$ cat src/rtl/sarseq_pkg.sv
package sarseq_pkg;
    typedef enum logic [1:0] {
        ST_IDLE  = 2'd0,
        ST_TRIAL = 2'd1,
        ST_XFER  = 2'd2
    } sarseq_state_e;
endpackage

$ cat src/rtl/sarseq_bus_guard.sv
module sarseq_bus_guard (
    input  logic clk,
    input  logic rst_n,
    input  logic cs_n_i,
    input  logic rd_n_i,
    input  logic wr_n_i,
    output logic hit_o
);
    // Captured in the low half of the clock, ahead of the next rising edge.
    always_ff @(negedge clk or negedge rst_n) begin
        if (!rst_n) hit_o <= 1'b0;
        else        hit_o <= !cs_n_i && (!rd_n_i || !wr_n_i);
    end
endmodule

$ cat src/rtl/sarseq_phase_timer.sv
module sarseq_phase_timer #(
    parameter int DIV = 4
) (
    input  logic clk,
    input  logic rst_n,
    input  logic clear_i,
    input  logic hold_i,
    output logic last_o
);
    localparam int PW = (DIV > 1) ? $clog2(DIV) : 1;
    localparam logic [PW-1:0] LAST_PH = PW'(DIV - 1);

    logic [PW-1:0] phase;

    assign last_o = (phase == LAST_PH);

    always_ff @(posedge clk or negedge rst_n) begin
        if (!rst_n)        phase <= '0;
        else if (clear_i)  phase <= '0;
        else if (!hold_i)  phase <= last_o ? '0 : phase + 1'b1;
    end
endmodule

$ cat src/rtl/sarseq_sar_reg.sv
module sarseq_sar_reg #(
    parameter int W = 12
) (
    input  logic         clk,
    input  logic         rst_n,
    input  logic         load_i,
    input  logic         decide_i,
    input  logic         cmp_i,
    output logic [W-1:0] code_o,
    output logic         range_o,
    output logic         range_phase_o
);
    localparam logic [W-1:0] TOP_BIT = {1'b1, {(W-1){1'b0}}};

    logic [W-1:0] code;
    logic [W-1:0] mask;
    logic         range_flag;

    assign code_o        = code;
    assign range_o       = range_flag;
    assign range_phase_o = (mask == '0);

    always_ff @(posedge clk or negedge rst_n) begin
        if (!rst_n) begin
            code       <= '0;
            mask       <= '0;
            range_flag <= 1'b0;
        end else if (load_i) begin
            code       <= TOP_BIT;
            mask       <= TOP_BIT;
            range_flag <= 1'b0;
        end else if (decide_i) begin
            if (mask != '0) begin
                code <= (cmp_i ? code : (code & ~mask)) | (mask >> 1);
                mask <= mask >> 1;
            end else begin
                range_flag <= cmp_i;
            end
        end
    end
endmodule

$ cat src/rtl/sarseq_top.sv
module sarseq_top #(
    parameter int W   = 12,
    parameter int DIV = 4
) (
    input  logic         clk,
    input  logic         rst_n,
    input  logic         start_i,
    input  logic         cmp_i,
    input  logic         cs_n_i,
    input  logic         rd_n_i,
    input  logic         wr_n_i,
    output logic [W-1:0] dac_code_o,
    output logic         oor_trial_o,
    output logic         busy_o,
    output logic         fifo_we_o,
    output logic [W:0]   fifo_data_o
);
    import sarseq_pkg::*;

    sarseq_state_e state, state_nx;
    logic bus_hit, tmr_last, range_phase, range_flag;
    logic decide, load, slip;

    assign slip   = (state == ST_TRIAL) && tmr_last && bus_hit;
    assign decide = (state == ST_TRIAL) && tmr_last && !bus_hit;
    assign load   = (state == ST_IDLE) && start_i;

    sarseq_bus_guard u_guard (
        .clk    (clk),
        .rst_n  (rst_n),
        .cs_n_i (cs_n_i),
        .rd_n_i (rd_n_i),
        .wr_n_i (wr_n_i),
        .hit_o  (bus_hit)
    );

    sarseq_phase_timer #(.DIV(DIV)) u_timer (
        .clk     (clk),
        .rst_n   (rst_n),
        .clear_i (state == ST_IDLE),
        .hold_i  (slip),
        .last_o  (tmr_last)
    );

    sarseq_sar_reg #(.W(W)) u_sar (
        .clk           (clk),
        .rst_n         (rst_n),
        .load_i        (load),
        .decide_i      (decide),
        .cmp_i         (cmp_i),
        .code_o        (dac_code_o),
        .range_o       (range_flag),
        .range_phase_o (range_phase)
    );

    always_comb begin
        state_nx = state;
        unique case (state)
            ST_IDLE:  if (start_i)                state_nx = ST_TRIAL;
            ST_TRIAL: if (decide && range_phase)  state_nx = ST_XFER;
            ST_XFER:  if (tmr_last)               state_nx = ST_IDLE;
            default:                              state_nx = ST_IDLE;
        endcase
    end

    always_ff @(posedge clk or negedge rst_n) begin
        if (!rst_n) state <= ST_IDLE;
        else        state <= state_nx;
    end

    always_comb begin
        busy_o      = (state != ST_IDLE);
        fifo_we_o   = (state == ST_XFER) && tmr_last;
        oor_trial_o = (state == ST_TRIAL) && range_phase;
        fifo_data_o = {range_flag, dac_code_o};
    end
endmodule

$ cat config.mk
export PLATFORM = sky130hd
export DESIGN_NAME = sarseq_top
export DESIGN_NICKNAME = d
export VERILOG_FILES = /design/src/rtl/sarseq_pkg.sv /design/src/rtl/sarseq_bus_guard.sv /design/src/rtl/sarseq_phase_timer.sv /design/src/rtl/sarseq_sar_reg.sv /design/src/rtl/sarseq_top.sv
export SDC_FILE = /design/constraint.sdc
export NUM_CORES = 1
export LEC_CHECK = 0
export BUFFER_PORTS_ARGS = -buffer_cell sky130_fd_sc_hd__clkbuf_2
export CAP_MARGIN = 40
export CORE_UTILIZATION = 33
export CTS_BUF_LIST = sky130_fd_sc_hd__clkbuf_4
export DETAILED_ROUTE_END_ITERATION = 8
export PLACE_DENSITY_LB_ADDON = 0.1
export SLEW_MARGIN = 40
export SYNTH_ARGS = -nofsm -noshare
export SYNTH_HDL_FRONTEND = slang
export SYNTH_SLANG_ARGS = --single-unit
export TNS_END_PERCENT = 1
$ cat constraint.sdc
create_clock -name clk -period 2.8 [get_ports clk]
set_clock_uncertainty 0.2 [all_clocks]
set_input_delay 0.42 -clock clk [delete_from_list [all_inputs] [get_ports clk]]
set_output_delay 0.42 -clock clk [all_outputs]
set_load 0.02 [all_outputs]
==> metrics.txt <==
final hold vios=0; smallest hold slack=133.7 ps; GRT Overall Usage=15.78%; Slew HR=68.23%; Clock Power Share=13.5%; Final setup viols=25; Synth Net Count=127; worst slew pin tran=472.2 ps; Setup crit start kind=register; Critical Path, Cell by Cell=and4bb_4, buf_6, nand3b_1, a32o_1; vias in the first global route=approximately 1000; IO Port Bufs=34; Worst R2R Setup Slack=-120 ps; Clock transition at path regs=about 100 ps; Longest Clk Path Bufs=2; Synth cell types=33; crit-path max cell delay=between 400 and 500 ps; post-route ant nets=0; Critical R2R Capture=u_sar.code_o[3]; Clk Latency, worst-skew pair=340 ps; total power draw=1884 uW; Die Y=68.29 um; Hold Path End=state[0]; Mapped Cells=about 120; Antenna Cells=0; RSZ-0062 raised after global routing=true; share of the synthesized area in the top cell type=about half; Starting Density=35.24%; Synth area leaders=dfrtp_1 (50%), buf_4 (7.2%), a22o_1 (7.2%); WL/cell=15.09 um; Synth area leader=dfrtp_1; antenna violations before repair=0; DP HPWL=1939 um; Yosys warnings=0; internal power=1095 uW; sequential cell area fraction in the yosys report=51.77%; number of flops mapped to enable cells by yosys=0; Crit Path Category=register to register; failing checks=setup timing; cell count after placement=188; Nets=approximately 160; 1st-iter DRT viols=121; Top FF cell, synth=dfrtp_1; full die area=between 0.004 and 0.005 sq mm; Std-Cell Rows=23; Critical Path RT=2820 ps; layout cells sized above 1=37.33%; DR vias/cell=5.265; # DRC=0; sw power=788.7 uW; IO Count=35; sw frac=roughly two fifths; slowest CP cell=and4bb_4; worst r2r path cells=4; post-synthesis register bit count=30; clk root buf=clkbuf_4; Mapped Area=0.001450 sq mm; CP endpoint kind=register; Avg Inst Size Synth=12.19 sq um; LEAKAGE=0.0008300 uW; Logic pwr share=47.2%; clk sinks=30; global-route wire length before repair=5168 um; worst path arrival time=2950 ps; Core ar.=0.004115 sq mm; Sequential Power Share=around two fifths; fin cells=200; largest net degree at the start of global routing=30; worst min path class=primary input to register; GP Congestion=between 0.7 and 0.8; die width=68.29 um; pins over their slew limit=0; CTS tree=built; PnR worst setup slack=-120.3 ps; H-tree Lvls=2; vias=1053; Pwr Density=about 1100 mW/mm^2; hold depth=3; Num CTS Buffers=5; Detailed Routing Iterations Pass 1=4; worst-path fanout max=7; FF-to-FF Start=u_guard.hit_o; status=complete, but fails checks; peak supply drop=approximately 0.00044 V; final WL=~3000 um; Max-cap violations=0; post-synthesis async set-or-reset flop share=100.0%; total global routing overflow=0; Layout area overhead=18.46%; Hold Path Origin=start_i
-- Yosys cell counts, types with 3 or more instances --
library cell and n:
dfrtp_1 29, buf_4 14, a22o_1 12, nand3b_1 11, a32o_1 10, nand2_1 4, nor4_1 4, buf_2 3
nor2_1 3
-- state kept, by name, indices dropped and copies added (netlist names) --
name / flops
state: 2
u_guard.hit_o: 1
u_sar.code_o: 12
u_sar.mask: 12
u_sar.range_o: 1
u_timer.phase: 2
-- timing repair --
item | in CTS | in global routing
pin swaps | 16 | 1
setup buffers | 1 | 0
gates resized for setup | 4 | 0
cloned | 2 | 0
endpoints found under the hold margin | 29 | 0
hold buffers | 1 | 0
endpoints found under the setup margin | 25 | 27
-- critical path, delay by kind of cell, from the launching register on --
kind | cells | cell delay, ps
buf+inv | 1 | 150
compound gates | 1 | 230
flops | 1 | 350
simple gates | 2 | 490
-- power by group through the flow --
stage / Clock [uW] / Combinational [uW] / Sequential, uW
floorplan: 0 / 608 / 779
global placement: 0 / 817 / 745
detailed placement: 0 / 820 / 749
CTS: 265 / 906 / 741
global route: 284 / 978 / 771
finish: 255 / 889 / 740
-- per-layer routing --
metal / global-route usage, % / routed length (um)
met3: 6.000 / 160
met2: 24.14 / 1436
met1: 20.21 / 1380
met4: 5.469 / 40
met5: 0 / 0
-- how the worst max path moves through the flow --
stage	from	to	slack, ps	cells past startpoint
3_5_place_dp	u_guard.hit_o	u_sar.code_o[6]	-150	4
4_1_cts	u_guard.hit_o	u_sar.code_o[3]	-140	4
2_1_floorplan	u_guard.hit_o	u_sar.code_o[4]	-40	5
6_report	u_guard.hit_o	u_sar.code_o[3]	-120	4
5_1_grt	u_guard.hit_o	u_sar.code_o[3]	-160	4
3_3_place_gp	u_guard.hit_o	u_sar.code_o[2]	-130	4
-- metrics by stage --
step / TNS [ps] / utilization [%] / cell area (sq um) / worst slack [ps]
after global routing: -2914 / 41.75 / 1718 / -155.1
after global placement: -2441 / 38.37 / 1579 / -131.3
final: -1987 / 41.75 / 1718 / -120.3
after floorplan: -273.1 / - / 1450 / -41.44
after CTS: -2555 / 41.75 / 1718 / -139.1
after detailed placement: -2754 / 38.37 / 1579 / -154.2
-- cells in the final DEF (no fill, tap or decap), drive strengths merged, types with 3 or more instances in the layout --
master / synthesis / routed
nor2: 4 / 4
clkbuf: 1 / 40
nor3b: 3 / 3
a32o: 10 / 10
nor4: 4 / 4
buf: 20 / 8
nand2: 4 / 4
a22o: 12 / 12
dfrtp: 29 / 29
nand3b: 11 / 11
-- layout make-up --
class,count,area [sq um]
fillers,414,2397
well taps,50,62.56
clock buffers,6,45.04
clock inverters,2,8.758
repair buffers,44,309.0
multi-input cells,67,538.0
flip-flops and latches,30,750.7
inverters,1,3.754
-- cells by family (layout without fill, tap and decap cells) --
| family | Yosys count | after routing | synth area share, % |
|---|---|---|---|
| simple gates | 37 | 37 | 18.12 |
| flops | 30 | 30 | 51.77 |
| compound gates | 26 | 26 | 15.70 |
| buf+inv | 22 | 53 | 11.39 |
| mux | 3 | 3 | 2.157 |
| fa+ha+maj | 1 | 1 | 0.8627 |
(Power assumes the default switching activity.)
